==> config.mk <==
export PLATFORM = sky130hd
export DESIGN_NAME = cfg_pkt_decoder
export DESIGN_NICKNAME = d
export VERILOG_FILES = /design/src/rtl/cfgdec_pkg.sv /design/src/rtl/cfgdec_hdr.sv /design/src/rtl/cfgdec_cmd.sv /design/src/rtl/cfgdec_regs.sv /design/src/rtl/cfg_pkt_decoder.sv
export SDC_FILE = /design/constraint.sdc
export NUM_CORES = 1
export LEC_CHECK = 0
export BUFFER_PORTS_ARGS = -buffer_cell sky130_fd_sc_hd__clkbuf_2
export CAP_MARGIN = 40
export CORE_UTILIZATION = 46
export DETAILED_ROUTE_END_ITERATION = 8
export PLACE_DENSITY = 0.73
export SLEW_MARGIN = 40
export SYNTH_ARGS = -nofsm -noshare
export SYNTH_HDL_FRONTEND = slang
export SYNTH_SLANG_ARGS = --single-unit
==> constraint.sdc <==
create_clock -name clk -period 2.34 [get_ports clk]
set_input_delay 0.468 -clock clk [delete_from_list [all_inputs] [get_ports clk]]
set_output_delay 0.468 -clock clk [all_outputs]
set_load 0.01 [all_outputs]
==> src/rtl/cfgdec_pkg.sv <==
package cfgdec_pkg;

    localparam int DW       = 32;
    localparam int AW       = 5;
    localparam int CNT_W    = 27;
    localparam int T1_CNT_W = 11;
    localparam int NUM_CMD  = 6;

    localparam logic [DW-1:0] SYNC_WORD = 32'hAA995566;

    localparam logic [AW-1:0] RA_CRC  = 5'd0;
    localparam logic [AW-1:0] RA_FAR  = 5'd1;
    localparam logic [AW-1:0] RA_FDRI = 5'd2;
    localparam logic [AW-1:0] RA_CMD  = 5'd4;
    localparam logic [AW-1:0] RA_CTL  = 5'd5;
    localparam logic [AW-1:0] RA_MASK = 5'd6;

    localparam int CI_WCFG   = 0;
    localparam int CI_DESYNC = 5;

    typedef enum logic [1:0] {
        ST_SEARCH  = 2'd0,
        ST_HEADER  = 2'd1,
        ST_PAYLOAD = 2'd2
    } dec_state_e;

    typedef struct packed {
        logic             nop;
        logic             t1w;
        logic             t2w;
        logic             bad;
        logic [AW-1:0]    addr;
        logic [CNT_W-1:0] cnt;
    } hdr_t;

    function automatic logic [DW-1:0] cmd_code(input int idx);
        case (idx)
            0:       return 32'h1;
            1:       return 32'h3;
            2:       return 32'h5;
            3:       return 32'h9;
            4:       return 32'hA;
            default: return 32'hD;
        endcase
    endfunction

    function automatic logic reg_known(input logic [AW-1:0] a);
        return (a == RA_CRC) || (a == RA_FAR) || (a == RA_FDRI) ||
               (a == RA_CMD) || (a == RA_CTL) || (a == RA_MASK);
    endfunction

endpackage

==> src/rtl/cfgdec_hdr.sv <==
module cfgdec_hdr
    import cfgdec_pkg::*;
(
    input  logic [DW-1:0] word,
    output hdr_t          info
);
    logic [2:0] kind;
    logic [1:0] opc;

    always_comb begin
        kind      = word[31:29];
        opc       = word[28:27];
        info      = '0;
        info.addr = word[17:13];
        info.nop  = (kind == 3'b001) && (opc == 2'b00);
        info.t1w  = (kind == 3'b001) && (opc == 2'b10) && reg_known(word[17:13]);
        info.t2w  = (kind == 3'b010) && (opc == 2'b10);
        if (info.t2w) begin
            info.cnt = word[CNT_W-1:0];
        end else begin
            info.cnt = {{(CNT_W-T1_CNT_W){1'b0}}, word[T1_CNT_W-1:0]};
        end
        info.bad  = !(info.nop || info.t1w || info.t2w);
    end
endmodule

==> src/rtl/cfgdec_cmd.sv <==
module cfgdec_cmd
    import cfgdec_pkg::*;
#(
    parameter int N = NUM_CMD
) (
    input  logic          clk,
    input  logic          rst_n,
    input  logic          fire,
    input  logic [DW-1:0] code,
    output logic [N-1:0]  pulse,
    output logic [N-1:0]  hit
);
    for (genvar i = 0; i < N; i++) begin : g_code
        assign hit[i] = fire && (code == cmd_code(i));
    end

    always_ff @(posedge clk) begin
        if (!rst_n) pulse <= '0;
        else        pulse <= hit;
    end

    AST_PULSE_ONEHOT: assert property (@(posedge clk) disable iff (!rst_n)
        $onehot0(pulse));
    AST_PULSE_FOLLOWS: assert property (@(posedge clk) disable iff (!rst_n)
        !fire |=> (pulse == '0));
endmodule

==> src/rtl/cfgdec_regs.sv <==
module cfgdec_regs
    import cfgdec_pkg::*;
(
    input  logic          clk,
    input  logic          rst_n,
    input  logic          wr_en,
    input  logic [AW-1:0] wr_addr,
    input  logic [DW-1:0] wr_data,
    input  logic          arm,
    output logic [DW-1:0] ctl_q,
    output logic [DW-1:0] mask_q,
    output logic [DW-1:0] crc_q,
    output logic [DW-1:0] far_q,
    output logic          armed
);
    always_ff @(posedge clk) begin
        if (!rst_n) begin
            ctl_q  <= '0;
            mask_q <= '0;
            crc_q  <= '0;
            far_q  <= '0;
            armed  <= 1'b0;
        end else begin
            if (arm) armed <= 1'b1;
            if (wr_en) begin
                unique case (wr_addr)
                    RA_CTL:  ctl_q  <= (ctl_q & ~mask_q) | (wr_data & mask_q);
                    RA_MASK: mask_q <= wr_data;
                    RA_CRC:  crc_q  <= wr_data;
                    RA_FAR: begin
                        far_q <= wr_data;
                        armed <= 1'b0;
                    end
                    default: ;
                endcase
            end
        end
    end

    AST_CTL_MASKED: assert property (@(posedge clk) disable iff (!rst_n)
        (wr_en && wr_addr == RA_CTL && mask_q == '0) |=> $stable(ctl_q));
    AST_FAR_DISARMS: assert property (@(posedge clk) disable iff (!rst_n)
        (wr_en && wr_addr == RA_FAR) |=> !armed);
endmodule

==> src/rtl/cfg_pkt_decoder.sv <==
module cfg_pkt_decoder
    import cfgdec_pkg::*;
(
    input  logic                clk,
    input  logic                rst_n,
    input  logic [DW-1:0]       in_data,
    input  logic                in_valid,
    output logic                in_ready,
    output logic [DW-1:0]       frm_data,
    output logic [DW-1:0]       frm_addr,
    output logic                frm_valid,
    input  logic                frm_ready,
    output logic [NUM_CMD-1:0]  cmd_pulse,
    output logic [DW-1:0]       ctl_value,
    output logic [DW-1:0]       mask_value,
    output logic [DW-1:0]       crc_value,
    output logic [DW-1:0]       far_value,
    output logic                synced,
    output logic                err_header,
    output logic                err_frame
);
    dec_state_e       state, nxt;
    logic [AW-1:0]    tgt;
    logic [CNT_W-1:0] cnt;
    logic             prev_t1;
    hdr_t             hdr;
    logic             acc, route_frm, armed;
    logic             pay_acc, reg_wr, cmd_fire, drop, hdr_err;
    logic [NUM_CMD-1:0] cmd_hit;

    cfgdec_hdr u_hdr (
        .word (in_data),
        .info (hdr)
    );

    assign route_frm = (state == ST_PAYLOAD) && (tgt == RA_FDRI);
    assign frm_valid = in_valid && route_frm && armed;
    assign frm_data  = in_data;
    assign frm_addr  = far_value;
    assign in_ready  = (route_frm && armed) ? frm_ready : 1'b1;
    assign acc       = in_valid && in_ready;
    assign pay_acc   = acc && (state == ST_PAYLOAD);
    assign reg_wr    = pay_acc && (tgt != RA_FDRI);
    assign cmd_fire  = pay_acc && (tgt == RA_CMD);
    assign drop      = pay_acc && route_frm && !armed;
    assign hdr_err   = acc && (state == ST_HEADER) &&
                       (hdr.bad || (hdr.t2w && !prev_t1));
    assign synced    = (state != ST_SEARCH);

    cfgdec_cmd #(.N(NUM_CMD)) u_cmd (
        .clk   (clk),
        .rst_n (rst_n),
        .fire  (cmd_fire),
        .code  (in_data),
        .pulse (cmd_pulse),
        .hit   (cmd_hit)
    );

    cfgdec_regs u_regs (
        .clk     (clk),
        .rst_n   (rst_n),
        .wr_en   (reg_wr),
        .wr_addr (tgt),
        .wr_data (in_data),
        .arm     (cmd_hit[CI_WCFG]),
        .ctl_q   (ctl_value),
        .mask_q  (mask_value),
        .crc_q   (crc_value),
        .far_q   (far_value),
        .armed   (armed)
    );

    // state register
    always_ff @(posedge clk) begin
        if (!rst_n) state <= ST_SEARCH;
        else        state <= nxt;
    end

    // next state
    always_comb begin
        nxt = state;
        unique case (state)
            ST_SEARCH: begin
                if (acc && in_data == SYNC_WORD) nxt = ST_HEADER;
            end
            ST_HEADER: begin
                if (hdr_err) begin
                    nxt = ST_SEARCH;
                end else if (acc && (hdr.t1w || hdr.t2w) && hdr.cnt != '0) begin
                    nxt = ST_PAYLOAD;
                end
            end
            ST_PAYLOAD: begin
                if (acc) begin
                    if (cmd_hit[CI_DESYNC])  nxt = ST_SEARCH;
                    else if (cnt == 'd1)     nxt = ST_HEADER;
                end
            end
            default: nxt = ST_SEARCH;
        endcase
    end

    // datapath and flags
    always_ff @(posedge clk) begin
        if (!rst_n) begin
            tgt        <= '0;
            cnt        <= '0;
            prev_t1    <= 1'b0;
            err_header <= 1'b0;
            err_frame  <= 1'b0;
        end else begin
            if (hdr_err) err_header <= 1'b1;
            if (drop)    err_frame  <= 1'b1;
            if (acc) begin
                prev_t1 <= (state == ST_HEADER) && hdr.t1w;
                if (state == ST_HEADER && !hdr_err) begin
                    if (hdr.t1w) tgt <= hdr.addr;
                    if (hdr.t1w || hdr.t2w) cnt <= hdr.cnt;
                end else if (state == ST_PAYLOAD) begin
                    cnt <= cnt - 'd1;
                end
            end
        end
    end

    AST_PAYLOAD_COUNT: assert property (@(posedge clk) disable iff (!rst_n)
        (state == ST_PAYLOAD) |-> (cnt != '0));
    AST_END_TO_SEARCH: assert property (@(posedge clk) disable iff (!rst_n)
        cmd_pulse[CI_DESYNC] |-> (state == ST_SEARCH));
    AST_BACKPRESSURE: assert property (@(posedge clk) disable iff (!rst_n)
        (frm_valid && !frm_ready) |-> !in_ready);
    AST_ERR_STICKY: assert property (@(posedge clk) disable iff (!rst_n)
        err_header |=> err_header);
    AST_ERR_LEAVES: assert property (@(posedge clk) disable iff (!rst_n)
        hdr_err |=> !synced);
endmodule

# Yosys cells after proc, flatten, opt, wreduce, memory -nomap -nowiden
# Cells that the tools add are included.
# Widths: inputs -> output; s select.
[totals] regBits=172 out_inout_bits=203 wordCells=116
[op_classes] add_sub_neg=1 eq_ne=29 muxes=15 bitwise_logic=4 reduce_logical=55
[ops] operator="$mux 27" n=4
[ops] operator="$eq 32x4->1 const B" n=3
[ops] operator="$and 32x32->32" n=2
[ops] operator="$eq 32x1->1 const B" n=1
[ops] operator="$eq 32x2->1 const B" n=1
[ops] operator="$eq 32x3->1 const B" n=1
[ops] operator="$eq 32x32->1 const B" n=1
[ops] operator="$not 32->32" n=1
[ops] operator="$or 32x32->32" n=1
[ops] operator="$eq 5x3->1 const B" n=6
[ops] operator="$logic_and 1x1->1" n=28
[ops] operator="$eq 27x1->1 const B" n=1
[ops] operator="$reduce_bool 27->1" n=1
[ops] operator="$sub 27x1->27 const B" n=1
[ops] operator="$mux 2" n=6
[ops] operator="$eq 5x1->1 const B" n=2
[ops] operator="$eq 5x2->1 const B" n=2
[ops] operator="$logic_not 5->1" n=2
[ops] operator="$logic_or 1x1->1" n=9
[ops] operator="$reduce_and 2->1" n=4
[ops] operator="$ne 2x2->1 const B" n=3
[ops] operator="$ne 3x2->1 const B" n=2
[ops] operator="$pmux 2 s3" n=1
[ops] operator="$reduce_and 3->1" n=2
[ops] operator="other kinds (10)" n=19

# Depth between registers and ports, before layout
[depth] ltp_word=16 mapped_depth=9

# Cells and area by module
# A second synthesis with hierarchy kept.
[hier_totals] hier_cells=957 hier_area_um2=8418.1
[by_module_without_submodules] module="cfgdec_regs" instances=1 cells_per_inst=494 area_per_inst_um2=4880.9
[by_module_without_submodules] module="cfg_pkt_decoder" instances=1 cells_per_inst=374 area_per_inst_um2=2837.7
[by_module_without_submodules] module="cfgdec_cmd" instances=1 cells_per_inst=47 area_per_inst_um2=381.6
[by_module_without_submodules] module="cfgdec_hdr" instances=1 cells_per_inst=42 area_per_inst_um2=317.8

# Least setup slack after synthesis
# OpenSTA, ideal clock, no wires.
[synth_path] kind="input to register" from="input port in_data[14]" to="register cnt[18]" t_arrival_ns=2.306 slack_ns=-0.094 stages=9 n_path_buf=3 cell_sequence="buf_2 -> a211o_1 -> a2111oi_4 -> nor3_1 -> or3_1 -> buf_2 -> buf_6 -> o211ai_2 -> o21ai_1"
[synth_between] elab_chain_len=16 word_cells_on_any_way=24 cone_classes="eq/ne: 6; mux: 1; reduce/logical: 17"
[synth_rtl] element="start: declaration" line="cfg_pkt_decoder.sv:6" text="input logic [DW-1:0] in_data,"
[synth_rtl] element="$eq 5x1->1 / $logic_not 5->1 (equally long branches)" line="cfgdec_pkg.sv:48" text="return (a == RA_CRC) || (a == RA_FAR) || (a == RA_FDRI) ||"
[synth_rtl] element="$logic_or 1x1->1 (3 in a row)" line="cfgdec_pkg.sv:48"
[synth_rtl] element="$logic_or 1x1->1" line="cfgdec_pkg.sv:49" text="(a == RA_CMD) || (a == RA_CTL) || (a == RA_MASK);"
[synth_rtl] element="$logic_or 1x1->1 *" line="cfgdec_pkg.sv:49"
[synth_rtl] element="$logic_and 1x1->1 *" line="cfgdec_hdr.sv:16" text="info.t1w = (kind == 3'b001) && (opc == 2'b10) && reg_known(word[17:13]);"
[synth_rtl] element="$logic_or 1x1->1 (2 in a row)" line="cfgdec_hdr.sv:23" text="info.bad = !(info.nop || info.t1w || info.t2w);"
[synth_rtl] element="$logic_not 1->1" line="cfgdec_hdr.sv:23"
[synth_rtl] element="$logic_or 1x1->1" line="cfg_pkt_decoder.sv:47" text="(hdr.bad || (hdr.t2w && !prev_t1));"
[synth_rtl] element="$logic_and 1x1->1" line="cfg_pkt_decoder.sv:46" text="assign hdr_err = acc && (state == ST_HEADER) &&"
[synth_rtl] element="$logic_not 1->1" line="cfg_pkt_decoder.sv:116" text="if (state == ST_HEADER && !hdr_err) begin"
[synth_rtl] element="$logic_and 1x1->1" line="cfg_pkt_decoder.sv:116"
[synth_rtl] element="$ne 2x2->1 (no source line) / $reduce_bool 2->1 (equally long branches)"
[synth_rtl] element="$reduce_and 3->1 (no source line)"
[synth_rtl] element="end signal: assignment" line="cfg_pkt_decoder.sv:118" text="if (hdr.t1w || hdr.t2w) cnt <= hdr.cnt;"
[synth_rtl] element="end signal: assignment" line="cfg_pkt_decoder.sv:120" text="cnt <= cnt - 'd1;"
[synth_rtl] element="end: declaration" line="cfg_pkt_decoder.sv:24" text="logic [CNT_W-1:0] cnt;"
# Mark *: on every way between the ends. The rest lies on a longest branch, timed or not.
# A chain may end at the register's enable or synchronous reset.

# Worst setup path after layout
[layout_path] from="register state[0]" to="output port frm_valid"
[layout_between] elab_chain_len=4
[layout_rtl] element="start: declaration" line="cfg_pkt_decoder.sv:22" text="dec_state_e state, nxt;"
[layout_rtl] element="start signal: assignment" line="cfg_pkt_decoder.sv:76" text="else state <= nxt;"
[layout_rtl] element="$eq 2x2->1" line="cfg_pkt_decoder.sv:36" text="assign route_frm = (state == ST_PAYLOAD) && (tgt == RA_FDRI);"
[layout_rtl] element="$logic_and 1x1->1" line="cfg_pkt_decoder.sv:36"
[layout_rtl] element="$logic_and 1x1->1 (2 in a row)" line="cfg_pkt_decoder.sv:37" text="assign frm_valid = in_valid && route_frm && armed;"
[layout_rtl] element="end: declaration" line="cfg_pkt_decoder.sv:11" text="output logic frm_valid,"
# No other way between the ends.

==> metrics list <==
* Mux cell area share after synthesis: under 10%
- For this run, the number of standard cells in the final layout without fillers is 1437.
* Area of the multi-input gates: 3620 um^2
- The worst hold path belongs to the class in -> reg.
- Across all setup checks in the final design, the least slack found is -3.20 ps.
- Later-pin clock latency in the skew report: 430 ps
- The synthesized design contains 0 enable-type register cells.
* Mapped Nets: around 1000
- Layout-stage area growth over the synthesis result: 30.8%
* Global-route wire length before repair: 38400 um
- First DRT Iteration DRCs: 577
- Clock tree synthesis selected as its root buffer the cell sky130_fd_sc_hd__clkbuf_16.
- Number of cells produced by synthesis: 967
- Adder and majority cell fraction of the synthesized area: 0.324%
* Vert. Die Dim: 131 um
- Xor-xnor portion of the synthesized cell area: 0%
- Count of warnings emitted by yosys: 0
- Setup violations remaining at the end of the flow were counted as 1.
- Fraction of final layout cells sized beyond drive strength 1: between 30% and 40%
- Standard-cell row count: 46
- By area the synthesized netlist is led by sky130_fd_sc_hd__dfxtp_1 (45%), sky130_fd_sc_hd__nand2_1 (12%), sky130_fd_sc_hd__a21oi_1 (7.6%).
* Achievable frequency: 0.427 GHz
* GRT Residual Overflow: 0
* Vias per Instance: approximately 5.4
- Number of clock buffers inserted by TritonCTS: 17
- Actual slew at the worst max-slew pin: approximately 720 ps
* Outcome: finished with violations
- After clock tree synthesis, the clock-pin slew on the worst setup and hold paths is 60 ps.
- Violations in the final reports: setup timing
- Via count of the first global-routing pass: ~6900
- Simple-gate share of the synthesized area: 24.8%
* Die area: 17300 um^2
- Weighted congestion at the end of routability-driven global placement: 0.902
- The design draws 6.25 mW.
* Maximum ir drop on the vdd rail: 0.540 mV
- On the worst path, the slowest cell contributes a delay of 580 ps.
- Initial antenna violation count: 1
- Synth Area in Compound Gates: 15.9%
- The synthesized netlist contains 61 unique library cells.
- Leading register cell type out of synthesis: sky130_fd_sc_hd__dfxtp_1
- Relative max-transition margin: 51.8%
- Fill cell count: 1393
- Summing all placed instances gives a cell area of 9320 um^2.
* Initial core utilization: between 40% and 50%
- In this run the standard cell core region covers 16100 um^2.
- The worst setup path is launched from a register.
* Leakage power: 4.49 nW
- Final critical path time including I/O delays and setup: 2340 ps
- Cell with the biggest individual delay on the critical path: sky130_fd_sc_hd__or4b_4
* Dominant delay contributor by cell family on the critical path: simple AND/OR/NAND/NOR gates
- Register area: about 3400 um^2
- Power per Cell Area: 619 nW/um^2
- Residual antenna-violating net count after detailed routing: 0
* Largest clock skew in the final design: 9.22 ps
- Total Wirelength: 25000 um
* Critical Path RT: 1870 ps
- After detailed routing, the number of remaining DRC violations is 0.
- Entering global routing, the biggest net connects 139 pins.
- Final total negative setup slack: -3.20 ps
* Number of buffer cells added on primary ports: 238
- The worst path uses 100% of the clock period.
- In this run the number of H-tree levels came out at 4.
* Average wire length per cell after detail routing: 17.4 um
- Longest Clk Path Bufs: 2
- After routing the design area is ~10000 um^2.
- Detailed-placement wirelength estimate: ~18000 um
- The hold violation count in the final report came to 0.
- Length of the first detailed-routing pass in iterations: 5
- Setup repair after global routing could not meet its margin everywhere.
* Portion of synthesized cell area occupied by the leading cell type: 44.6%
* Area of the mapped netlist: 7710 um^2
* Post-synthesis sequential element count: 172
* Share of flip-flops with an asynchronous set or reset: 0%
- Worst slack after detailed placement: -204 ps
* Sequential area share after synthesis: approximately 45%
* Largest fanout of any net on the critical path: 4
* Die boundary width: between 100 and 150 um
* Clock Sink Count: 172
- The critical path in this run is classified as reg -> out.
- Combinational family with the most area after synthesis: simple AND/OR/NAND/NOR gates
- Sort of element at the end of the critical path: output pin
* GRT Overall Usage: between 20 and 30%
- Final Core Density: 62.6%
- The net count of the finished layout is 1245.
- # hold bufs at CTS: 0
- Max-cap check violation count: 0
* I/O pin count: 239
- The number of buffers and inverters on the critical path is 1.
- Minimum hold slack: approximately 340 ps
- The detailed router placed 7826 vias in this run.
- Pins Over Slew Limit: 0
* Arrival time of the worst setup path: about 1900 ps
- The critical path goes through or4b_4 > nor2_4 > and2_4 > and3_4 > buf_6.
- CTS tree: done
- Cell taking the most area after synthesis: sky130_fd_sc_hd__dfxtp_1
- Placed insts: 1400
- The average instance in the mapped netlist occupies between 7 and 8 um^2.
## final timing paths
check,start,to,slack [ps],depth (start not counted)
hold / removal,in_data[8],u_regs.mask_q[8]$_SDFFE_PN0P_,340,3
setup / recovery,state[0]$_SDFFE_PN0P_,frm_valid,-3,5
hold reg to reg,u_regs.crc_q[8]$_SDFFE_PN0P_,u_regs.crc_q[8]$_SDFFE_PN0P_,460,2
setup reg to reg,state[0]$_SDFFE_PN0P_,cnt[11]$_SDFFE_PN0P_,70,8
## metal layers
| metal | share of wire, % | vias up | wire length (um) | track usage, % |
|---|---|---|---|---|
| li1 | - | 3717 | - | - |
| met1 | 42 | 3677 | 10600 | 37.0 |
| met2 | 46 | 380 | 11500 | 44.2 |
| met3 | 7.8 | 52 | 1950 | 6.40 |
| met4 | 3.9 | 0 | 978 | 14.1 |
| met5 | 0 | - | 0 | 0 |
## layout make-up
type | count | area share, %
well taps | 216 | 2.68
flip-flops and latches | 172 | 34.2
inverters | 5 | 0.211
clock buffers | 19 | 4.39
repair buffers | 346 | 20.9
multi-input cells | 665 | 35.9
diodes | 1 | 0.0248
clock inverters | 13 | 1.76
## timing repair
action / CTS / global route
hold endpoints to repair: 0 / 0
pin swaps: 3 / 4
setup endpoints to repair: 2 / 26
setup buffers: 2 / 2
resized for setup: 7 / 29
## kinds of logic (layout without fill, tap and decap cells)
kind of cell | Yosys count | after routing
buffers and inverters | 130 | 383
flip-flops | 172 | 172
AO/OA/AOI/OAI | 200 | 200
multiplexers | 35 | 35
adder cells (fa/ha/maj) | 2 | 2
AND/OR/NAND/NOR | 428 | 428
other | 0 | 1
## synthesized netlist by cell type (2+ instances only)
cell                       count
sky130_fd_sc_hd__nor3b_1       2
sky130_fd_sc_hd__nor3_1       28
sky130_fd_sc_hd__o21ai_0      16
sky130_fd_sc_hd__nor4b_1       2
sky130_fd_sc_hd__clkbuf_1     51
sky130_fd_sc_hd__ha_1          2
sky130_fd_sc_hd__or4_1         3
sky130_fd_sc_hd__nand2b_1      8
sky130_fd_sc_hd__dfxtp_1     172
sky130_fd_sc_hd__mux2i_1      35
sky130_fd_sc_hd__or3b_1        2
sky130_fd_sc_hd__o211ai_1      5
sky130_fd_sc_hd__nand4b_1      2
sky130_fd_sc_hd__buf_4        67
sky130_fd_sc_hd__and3_1        7
sky130_fd_sc_hd__inv_1         5
sky130_fd_sc_hd__o21ai_1       8
sky130_fd_sc_hd__nor4_1       12
sky130_fd_sc_hd__nor3_2        3
sky130_fd_sc_hd__a31oi_1       9
sky130_fd_sc_hd__o211ai_2      4
sky130_fd_sc_hd__a41oi_1       2
sky130_fd_sc_hd__o22ai_1       7
sky130_fd_sc_hd__and4b_1       2
sky130_fd_sc_hd__nor2_1       69
sky130_fd_sc_hd__nand2_1     250
sky130_fd_sc_hd__or2_2         5
sky130_fd_sc_hd__nand3_1       8
sky130_fd_sc_hd__a31o_1        3
sky130_fd_sc_hd__o31ai_1       2
sky130_fd_sc_hd__nand3b_1      2
sky130_fd_sc_hd__buf_2         6
sky130_fd_sc_hd__a21oi_1     117
sky130_fd_sc_hd__or4bb_1       2
sky130_fd_sc_hd__o21a_1        4
sky130_fd_sc_hd__a32o_1        9
sky130_fd_sc_hd__nand4_1       6
sky130_fd_sc_hd__or3_1         5
sky130_fd_sc_hd__nor2b_1       3
## tightest hold or removal path: stages
cell and delay (ps):
sky130_fd_sc_hd__clkbuf_2 140, sky130_fd_sc_hd__nand2_1 70, sky130_fd_sc_hd__a21oi_1 50
## power breakdown
group | switching (mW) | leakage [nW] | internal (mW) | total, mW
sequential | 0.00000000000634 | 1.39 | 2.93 | 2.93
combinational | 0.216 | 2.80 | 0.111 | 0.327
clock | 1.25 | 0.303 | 1.74 | 2.99
total | 1.47 | 4.49 | 4.78 | 6.25
## cells in the final DEF (no fill, tap or decap), drive strengths merged, types with 3 or more instances in the layout
master / netlist / layout
nor4b: 3 / 3
nor3: 31 / 31
o22ai: 7 / 7
nor4: 12 / 12
or2: 6 / 6
inv: 5 / 11
dfxtp: 172 / 172
o21a: 4 / 4
or3: 5 / 5
nand2b: 8 / 8
clkbuf: 51 / 255
a31oi: 9 / 9
nor2b: 3 / 3
nor2: 70 / 70
clkinv: 0 / 3
bufinv: 0 / 3
a32o: 9 / 9
a21oi: 117 / 117
mux2i: 35 / 35
o211ai: 9 / 9
o21ai: 24 / 24
a31o: 4 / 4
o31ai: 4 / 4
or3b: 3 / 3
or4: 3 / 3
and3: 7 / 7
buf: 74 / 110
nand2: 250 / 250
nand4: 6 / 6
nand3: 8 / 8
Power figures use the tool's default switching activity.
